===== src/rtl/gpio_pkg.sv =====
package gpio_pkg;
  localparam int ADDR_W = 8;
  localparam int BUS_W  = 32;

  localparam logic [ADDR_W-1:0] OFF_DATA = 8'h00;
  localparam logic [ADDR_W-1:0] OFF_DIR  = 8'h04;
  localparam logic [ADDR_W-1:0] OFF_MODE = 8'h08;
  localparam logic [ADDR_W-1:0] OFF_EXT  = 8'h50;
  localparam logic [ADDR_W-1:0] OFF_VER  = 8'h6C;
  localparam logic [ADDR_W-1:0] OFF_TYPE = 8'h74;

  typedef enum logic [2:0] {
    SEL_NONE, SEL_DATA, SEL_DIR, SEL_MODE, SEL_EXT, SEL_VER, SEL_TYPE
  } reg_sel_e;

  function automatic reg_sel_e decode(input logic [ADDR_W-1:0] a);
    case (a)
      OFF_DATA: decode = SEL_DATA;
      OFF_DIR:  decode = SEL_DIR;
      OFF_MODE: decode = SEL_MODE;
      OFF_EXT:  decode = SEL_EXT;
      OFF_VER:  decode = SEL_VER;
      OFF_TYPE: decode = SEL_TYPE;
      default:  decode = SEL_NONE;
    endcase
  endfunction
endpackage


===== src/rtl/gpio_sync.sv =====
module gpio_sync #(
  parameter int WIDTH = 32
) (
  input  logic             clk_i,
  input  logic             rst_ni,
  input  logic [WIDTH-1:0] async_i,
  output logic [WIDTH-1:0] sync_o
);
  logic [WIDTH-1:0] meta_q, sync_q;
  logic [1:0]       age_q;

  always_ff @(posedge clk_i or negedge rst_ni) begin
    if (!rst_ni) begin
      meta_q <= '0;
      sync_q <= '0;
    end else begin
      meta_q <= async_i;
      sync_q <= meta_q;
    end
  end

  assign sync_o = sync_q;

  // age counter lets the latency check start only after two edges
  always_ff @(posedge clk_i or negedge rst_ni) begin
    if (!rst_ni)             age_q <= '0;
    else if (age_q != 2'd2)  age_q <= age_q + 2'd1;
  end

  p_sync_lat_r6: assert property (@(posedge clk_i) disable iff (!rst_ni)
    (age_q == 2'd2) |-> (sync_o == $past(async_i, 2)));
endmodule


===== src/rtl/gpio_pin_mux.sv =====
module gpio_pin_mux #(
  parameter int WIDTH = 32
) (
  input  logic             clk_i,
  input  logic             rst_ni,
  input  logic [WIDTH-1:0] mode_i,
  input  logic [WIDTH-1:0] sw_d_i,
  input  logic [WIDTH-1:0] sw_oe_i,
  input  logic [WIDTH-1:0] aux_d_i,
  input  logic [WIDTH-1:0] aux_oe_i,
  input  logic [WIDTH-1:0] ext_sync_i,
  output logic [WIDTH-1:0] pad_d_o,
  output logic [WIDTH-1:0] pad_oe_o,
  output logic [WIDTH-1:0] rd_val_o
);
  for (genvar i = 0; i < WIDTH; i++) begin : g_pin
    assign pad_d_o[i]  = mode_i[i] ? aux_d_i[i]  : sw_d_i[i];
    assign pad_oe_o[i] = mode_i[i] ? aux_oe_i[i] : sw_oe_i[i];
    assign rd_val_o[i] = pad_oe_o[i] ? pad_d_o[i] : ext_sync_i[i];

    // hardware-owned pin must not move while its auxiliary source is steady
    p_hw_hold_r4: assert property (@(posedge clk_i) disable iff (!rst_ni)
      (mode_i[i] && $past(mode_i[i]) && $stable(aux_d_i[i]) && $stable(aux_oe_i[i]))
        |-> ($stable(pad_d_o[i]) && $stable(pad_oe_o[i])));
  end
endmodule


===== src/rtl/gpio_regs.sv =====
module gpio_regs
  import gpio_pkg::*;
#(
  parameter int               WIDTH      = 32,
  parameter logic [WIDTH-1:0] DATA_RST   = '0,
  parameter logic [BUS_W-1:0] VERSION_ID = 32'h0001_0200,
  parameter logic [BUS_W-1:0] TYPE_ID    = 32'h4750_4F31
) (
  input  logic              clk_i,
  input  logic              rst_ni,
  input  logic              psel_i,
  input  logic              penable_i,
  input  logic              pwrite_i,
  input  logic [ADDR_W-1:0] paddr_i,
  input  logic [WIDTH-1:0]  wdata_i,
  input  logic [WIDTH-1:0]  port_val_i,
  output logic [BUS_W-1:0]  prdata_o,
  output logic [WIDTH-1:0]  data_o,
  output logic [WIDTH-1:0]  dir_o,
  output logic [WIDTH-1:0]  mode_o
);
  logic [WIDTH-1:0] data_q, dir_q, mode_q;
  logic [BUS_W-1:0] rd_mux;
  logic             wr_en, rd_en;
  reg_sel_e         sel;

  assign sel   = decode(paddr_i);
  assign wr_en = psel_i & penable_i & pwrite_i;
  assign rd_en = psel_i & ~pwrite_i;

  always_ff @(posedge clk_i or negedge rst_ni) begin
    if (!rst_ni) begin
      data_q <= DATA_RST;
      dir_q  <= '0;
      mode_q <= '0;
    end else if (wr_en) begin
      case (sel)
        SEL_DATA: data_q <= wdata_i;
        SEL_DIR:  dir_q  <= wdata_i;
        SEL_MODE: mode_q <= wdata_i;
        default:  ;
      endcase
    end
  end

  always_comb begin
    rd_mux = '0;
    case (sel)
      SEL_DATA: rd_mux[WIDTH-1:0] = data_q;
      SEL_DIR:  rd_mux[WIDTH-1:0] = dir_q;
      SEL_MODE: rd_mux[WIDTH-1:0] = mode_q;
      SEL_EXT:  rd_mux[WIDTH-1:0] = port_val_i;
      SEL_VER:  rd_mux = VERSION_ID;
      SEL_TYPE: rd_mux = TYPE_ID;
      default:  ;
    endcase
    prdata_o = rd_en ? rd_mux : '0;
  end

  assign data_o = data_q;
  assign dir_o  = dir_q;
  assign mode_o = mode_q;

  p_data_write_r2: assert property (@(posedge clk_i) disable iff (!rst_ni)
    (wr_en && paddr_i == OFF_DATA) |=> (data_o == $past(wdata_i)));

  p_dir_write_r3: assert property (@(posedge clk_i) disable iff (!rst_ni)
    (wr_en && paddr_i == OFF_DIR) |=> (dir_o == $past(wdata_i)));

  p_ro_ignored_r8: assert property (@(posedge clk_i) disable iff (!rst_ni)
    (wr_en && paddr_i != OFF_DATA && paddr_i != OFF_DIR && paddr_i != OFF_MODE)
      |=> ($stable(data_o) && $stable(dir_o) && $stable(mode_o)));

  p_setup_no_write_r9: assert property (@(posedge clk_i) disable iff (!rst_ni)
    (!penable_i) |=> ($stable(data_o) && $stable(dir_o) && $stable(mode_o)));

  p_unmapped_zero_r8: assert property (@(posedge clk_i) disable iff (!rst_ni)
    (rd_en && sel == SEL_NONE) |-> (prdata_o == '0));
endmodule


===== src/rtl/apb_gpio_port.sv =====
module apb_gpio_port
  import gpio_pkg::*;
#(
  parameter int               WIDTH      = 32,
  parameter logic [WIDTH-1:0] DATA_RST   = '0,
  parameter logic [BUS_W-1:0] VERSION_ID = 32'h0001_0200,
  parameter logic [BUS_W-1:0] TYPE_ID    = 32'h4750_4F31
) (
  input  logic              clk_i,
  input  logic              rst_ni,
  input  logic              psel_i,
  input  logic              penable_i,
  input  logic              pwrite_i,
  input  logic [ADDR_W-1:0] paddr_i,
  input  logic [BUS_W-1:0]  pwdata_i,
  output logic [BUS_W-1:0]  prdata_o,
  output logic              pready_o,
  output logic              pslverr_o,
  input  logic [WIDTH-1:0]  ext_i,
  input  logic [WIDTH-1:0]  aux_dout_i,
  input  logic [WIDTH-1:0]  aux_oe_i,
  output logic [WIDTH-1:0]  gpio_dout_o,
  output logic [WIDTH-1:0]  gpio_oe_o
);
  logic [WIDTH-1:0] data_w, dir_w, mode_w, ext_sync_w, port_val_w;

  assign pready_o  = 1'b1;
  assign pslverr_o = 1'b0;

  gpio_sync #(.WIDTH(WIDTH)) u_sync (
    .clk_i   (clk_i),
    .rst_ni  (rst_ni),
    .async_i (ext_i),
    .sync_o  (ext_sync_w)
  );

  gpio_regs #(
    .WIDTH      (WIDTH),
    .DATA_RST   (DATA_RST),
    .VERSION_ID (VERSION_ID),
    .TYPE_ID    (TYPE_ID)
  ) u_regs (
    .clk_i      (clk_i),
    .rst_ni     (rst_ni),
    .psel_i     (psel_i),
    .penable_i  (penable_i),
    .pwrite_i   (pwrite_i),
    .paddr_i    (paddr_i),
    .wdata_i    (pwdata_i[WIDTH-1:0]),
    .port_val_i (port_val_w),
    .prdata_o   (prdata_o),
    .data_o     (data_w),
    .dir_o      (dir_w),
    .mode_o     (mode_w)
  );

  gpio_pin_mux #(.WIDTH(WIDTH)) u_mux (
    .clk_i      (clk_i),
    .rst_ni     (rst_ni),
    .mode_i     (mode_w),
    .sw_d_i     (data_w),
    .sw_oe_i    (dir_w),
    .aux_d_i    (aux_dout_i),
    .aux_oe_i   (aux_oe_i),
    .ext_sync_i (ext_sync_w),
    .pad_d_o    (gpio_dout_o),
    .pad_oe_o   (gpio_oe_o),
    .rd_val_o   (port_val_w)
  );

  p_sw_oe_r3: assert property (@(posedge clk_i) disable iff (!rst_ni)
    (mode_w == '0 && $past(mode_w) == '0) |-> (gpio_oe_o == dir_w));
endmodule


===== config.mk =====
export PLATFORM = sky130hd
export DESIGN_NAME = apb_gpio_port
export DESIGN_NICKNAME = d
export VERILOG_FILES = /design/src/rtl/gpio_pkg.sv /design/src/rtl/gpio_sync.sv /design/src/rtl/gpio_pin_mux.sv /design/src/rtl/gpio_regs.sv /design/src/rtl/apb_gpio_port.sv
export SDC_FILE = /design/constraint.sdc
export NUM_CORES = 1
export LEC_CHECK = 0
export CORE_AREA = 4 4 159 161
export DETAILED_ROUTE_END_ITERATION = 8
export DIE_AREA = 0 0 163 165
export GPL_ROUTABILITY_DRIVEN = 0
export PLACE_DENSITY_LB_ADDON = 0.3
export SYNTH_ARGS = -nofsm -noshare
export SYNTH_HDL_FRONTEND = slang
export SYNTH_SLANG_ARGS = --single-unit

===== constraint.sdc =====
create_clock -name clk_i -period 2.65 [get_ports clk_i]
set_clock_uncertainty 0.05 [all_clocks]
set_input_delay 0.3975 -clock clk_i [delete_from_list [all_inputs] [get_ports clk_i]]
set_output_delay 0.3975 -clock clk_i [all_outputs]
set_load 0.01 [all_outputs]

Word level (Yosys, flattened, before mapping). Cells that the tools add are included.

Output and inout bits: 98. Word-level logic and storage cells: 123. Bits in registers: 160.

Eq/ne operators: 11. Mux-type cells: 99. Reductions and logical operators: 4. Bitwise logic cells: 4.

Operators by type and width (count): case mux 32 bit (6 select lines) (1); 2-to-1 mux 1 bit (96); 2-to-1 mux 32 bit (1); == test 8 x 7 -> 1 bit (second input constant) (3); case mux 3 bit (6 select lines) (1); == test 3 bit (second input constant) (3); == test 8 x 3 -> 1 bit (second input constant) (1); == test 8 x 4 -> 1 bit (second input constant) (1); zero test 8 bit (1); == test 3 x 2 -> 1 bit (second input constant) (2); AND reduction 2 bit (3); AND 1 bit (3); == test 3 x 1 -> 1 bit (second input constant) (1); NOT 1 bit (1).

Logic depth before layout (Yosys ltp).
Depth after elaboration: 5. Mapped depth: 6. Depth with buffers taken out: 4.

Cells and area by module. Synthesis repeated with hierarchy kept, for this count alone.

Cells, all modules: 659. Area total of the unflattened synthesis: 8524.4 um2.

Modules (own cells, without submodules): gpio_regs (times used 1, sequential area each 2402.3 um2, cells each 431, area each 5068.6 um2); gpio_pin_mux (times used 1, sequential area each 0.0 um2, cells each 160, area each 1831.8 um2); gpio_sync (times used 1, sequential area each 1601.5 um2, cells each 64, area each 1601.5 um2); apb_gpio_port (times used 1, sequential area each 0.0 um2, cells each 4, area each 22.5 um2).

Least setup slack after synthesis. No wires, ideal clock.

Path type: in2out. From: in paddr_i[7]. To: out prdata_o[13]. Cell stages on the path: 5. Arrival time: 2020 ps. Required time: 2203 ps. Slack: 183 ps. Buffers on the path: 1. Cell sequence: or4b_1 -> nor3_2 -> buf_2 -> a22oi_1 -> nor3_1.

Word-level cells in the longest chain between the ends: 5. Elaborated cells between the ends (all ways): 15. Classes of those cells: 11 x eq/ne; 3 x mux; 1 x reduce/logical.

RTL lines: from (decl) (RTL line apb_gpio_port.sv:14) `input logic [ADDR_W-1:0] paddr_i,`; == test 8 x 7 -> 1 bit (tied with other cells) (RTL line gpio_pkg.sv:17) `case (a)`; case mux 3 bit (6 select lines) * (RTL line gpio_pkg.sv:17); == test 3 bit (tied with other cells) (RTL line gpio_regs.sv:48) `case (sel)`; case mux 32 bit (6 select lines) * (RTL line gpio_regs.sv:48); 2-to-1 mux 32 bit * (RTL line gpio_regs.sv:57) `prdata_o = rd_en ? rd_mux : '0;`; to (decl) (RTL line apb_gpio_port.sv:16) `output logic [BUS_W-1:0] prdata_o,`.

Mark *: on every way between the ends. The rest lies on a longest branch, timed or not.

Worst setup path in the final report.
From: in paddr_i[0]. To: out prdata_o[25].

The elaborated chain is that of the path after synthesis.

==> key figures <==
Outcome
  • Outcome: complete, no violations

Pwr
  • Power share of the combinational group: 11.4%
  • Clock network power share: 43.1%
  • Leak: 5.33 nW
  • Int Pwr: 4.25 mW
  • Pwr/cell area: 465 nW/µm²
  • Net Sw Frac: 24.5%
  • Total power: 5.63 mW
  • Seq pwr share: 45.5%
  • Switching pwr: 1.38 mW
  • Worst VDD drop: 0.360 mV

Route
  • Total wire length: 24600 µm
  • Via count: 6397
  • # DRC: 0
  • Drt wl/cell: 19.6 µm
  • Post-DRT Antenna Nets: 0
  • Vias/cell: 5.11
  • Pre-Repair DR Iteration Count: 4
  • Initial DRC count: 321

Worst setup path
  • Crit-path cells: buf_2 -> or3_4 -> nor4_4 -> buf_4 -> a22oi_2 -> buf_12 -> buf_16 -> a211oi_4 -> buf_2
  • CP endpoint: prdata_o[25]
  • Worst R2R Start: u_regs.mode_o[8]
  • Family with the most delay on the worst path: buffers and inverters
  • Cell mode on critical path: buf_2
  • Crit path launch: paddr_i[0]
  • Crit start category: input pin
  • R2R cell count: 1
  • Slowest stage delay, CP: 0.42 ns
  • Slowest-stage cell, CP: or3_4
  • Setup Crit Path Kind: input pin to primary output
  • Worst r2r dst: u_regs.mode_o[8]
  • Bufs and invs on worst path: 5
  • Setup slack, reg-to-reg: 1.74 ns
  • Crit end category: primary output
  • CP arrival: 2.13 ns
  • CP max FO: 8
  • WP depth: 9
  • CP required: 2.20 ns

GRT
  • Pin count of the biggest net entering global routing: 95
  • Global-route wire length before repair: 38000 µm
  • Total gr overflow: 0
  • Total global-route track usage: 18.2%
  • Initial antenna violation count: 5
  • Number of global-route vias before repair: 6817

Synthesis
  • Synth cell types: 36
  • Synth Area in Adders: 0%
  • Post-synthesis xor/xnor area fraction: 0.106%
  • Largest family of logic cells by synthesized area: multiplexers
  • Post-Syn Area per Cell: 12.9 µm²
  • Post-Synth Simple-Gate Area: 4.49%
  • Synth Area in Compound Gates: 8.72%
  • Sequential-to-total area share from yosys stat: 48.6%
  • Mapped Cells: 637
  • Syn nets: 778
  • Most used DFF post-synth: dfrtp_1
  • #FFs+latches synth: 160
  • Mux share of post-synthesis cell area: 35.8%
  • EDFF count, synth: 0
  • Yosys warns: 0
  • Post-synth design cell area: 8240 µm²
  • Async SR Flop Fraction: 100%

CTS
  • H-tree levels: 4
  • Clock Sinks: 160
  • CTS Buf Count: 17
  • Later-pin clock latency in the skew report: 0.42 ns
  • Max Buffers Root-to-Sink: 2
  • CTS tree: done
  • Clock slew seen by the registers of the worst setup and hold paths: 0.06 ns
  • Root buffer cell: clkbuf_16

Layout
  • Synthesis-to-layout area growth: 46.8%
  • Most common cell after layout, fill and taps aside: clkdlybuf4s50_1
  • Fraction of layout instances using a drive strength above 1: 36.0%
  • Final Util: 50.5%
  • NumNets Final: 1052
  • Most frequent cells in the layout: 195 x clkdlybuf4s50_1, 173 x mux2_2, 160 x dfrtp_1, 98 x mux2i_1, 38 x buf_2
  • Fin cells: 1251
  • Register Area: 4000 µm²
  • Final Cell Area: 12100 µm²
  • Area of the multi-input gates: 4270 µm²
  • FILL cells: 2184

Floorplan
  • Core ar.: 24000 µm²
  • Standard-cell rows: 57
  • Top Ports: 239
  • Die X-Extent: 163 µm
  • Die H: 165 µm
  • Starting Density: 34.4%
  • Die ar.: 26900 µm²

Timing
  • Setup TNS: 0 ns
  • Worst-Margin Slew: 0.551 ns
  • Fin crit period: 2.58 ns
  • Slew HR: 63.3%
  • Fin. max-slew vios: 0
  • RSZ-0062 raised after global routing: no
  • # setup viols final: 0
  • Hold Vio Cnt, Final: 0
  • Period utilisation layout: 97.2%
  • Fmax: 388 MHz

Placed design
  • DP Cell Count: 1207
  • Port Buffers: 236
  • Post-DP Area: 11300 µm²
  • DP Wirelength: 17400 µm

Hold path
  • Hold_sp: u_sync.meta_q[2]
  • Worst Hold Class: register to register

Job
  • Number of max-cap violations: 0
-- cell type report --
class	count	share of cell area (%)
Multi-Input combinational cell	437	35.3
Sequential cell	160	33.1
Timing Repair Buffer	294	23.3
Clock buffer	19	3.75
Tap cell	324	3.35
Clock inverter	13	1.07
Antenna cell	3	0.0621
Inverter	1	0.0310
-- power by group through the flow --
stage | sequential [mW] | combinational [mW] | clock, mW
floorplan | 2.59 | 0.206 | 0
detailed placement | 2.61 | 0.630 | 0
finish | 2.56 | 0.644 | 2.42
global placement | 2.60 | 0.628 | 0
global route | 2.57 | 0.693 | 2.61
CTS | 2.56 | 0.650 | 2.51
-- cell usage after synthesis, types with 2 or more instances --
master | instances | area, µm²
nand2_1 | 18 | 67.6
mux2_1 | 2 | 22.5
nand2b_1 | 2 | 12.5
a22oi_1 | 18 | 135
clkbuf_1 | 24 | 90.1
conb_1 | 2 | 7.51
nor2_1 | 3 | 11.3
buf_4 | 5 | 37.5
and3_1 | 14 | 87.6
o211ai_1 | 2 | 15.0
buf_2 | 8 | 40.0
o21ai_0 | 13 | 65.1
mux2_2 | 173 | 1950
mux2i_1 | 98 | 981
nand4b_1 | 2 | 17.5
nor3_1 | 18 | 90.1
o2bb2ai_1 | 32 | 280
a211oi_1 | 14 | 105
o31ai_1 | 13 | 97.6
dfrtp_1 | 160 | 4000
-- metrics by stage --
| step | hold slack (ns) | setup WS [ns] |
|---|---|---|
| 6_report | 0.297 | 0.0735 |
| 3_5_place_dp | 0.285 | -0.721 |
| 5_1_grt | 0.303 | 0.00180 |
| 2_1_floorplan | 0.0519 | 0.183 |
| 4_1_cts | 0.299 | 0.00109 |
| 3_3_place_gp | 0.282 | -0.713 |
-- timing repair --
item | CTS | global route
buffers inserted | 5 | 1
pin swaps | 13 | 2
hold endpoints to repair | 76 | 0
hold buffers | 1 | 0
cloned | 2 | 0
endpoints found under the setup margin | 32 | 32
resized for setup | 205 | 1
-- kinds of logic (layout without fill, tap and decap cells) --
family                 count (synthesis)  after routing
flip-flops                           160            160
AO/OA/AOI/OAI                         95             95
buffers and inverters                 40            327
XOR/XNOR                               1              1
AND/OR/NAND/NOR                       66             66
multiplexers                         273            273
other                                  2              5
-- flip-flops by register name, indices dropped and copies added (netlist names) --
register / count
u_regs.mode_o: 32
u_regs.data_o: 32
u_sync.meta_q: 32
u_regs.dir_o: 32
u_sync.sync_o: 32
-- worst min-delay path by stage --
stage | endpoint | slack (ns) | depth (start not counted)
after global placement | u_sync.sync_o[25] | 0.28 | 0
after CTS | u_sync.sync_o[2] | 0.30 | 0
final | u_sync.sync_o[2] | 0.30 | 0
after floorplan | u_regs.data_o[0] | 0.05 | 0
after detailed placement | u_sync.sync_o[2] | 0.28 | 0
after global routing | u_sync.sync_o[6] | 0.30 | 0
-- per-layer routing --
metal  part of all wire (%)  track usage [%]
met1                     44             23.7
met2                     49             30.5
met3                    4.4             3.52
met4                    1.7             6.25
met5                   0.13                0
Power figures use the tool's default switching activity.
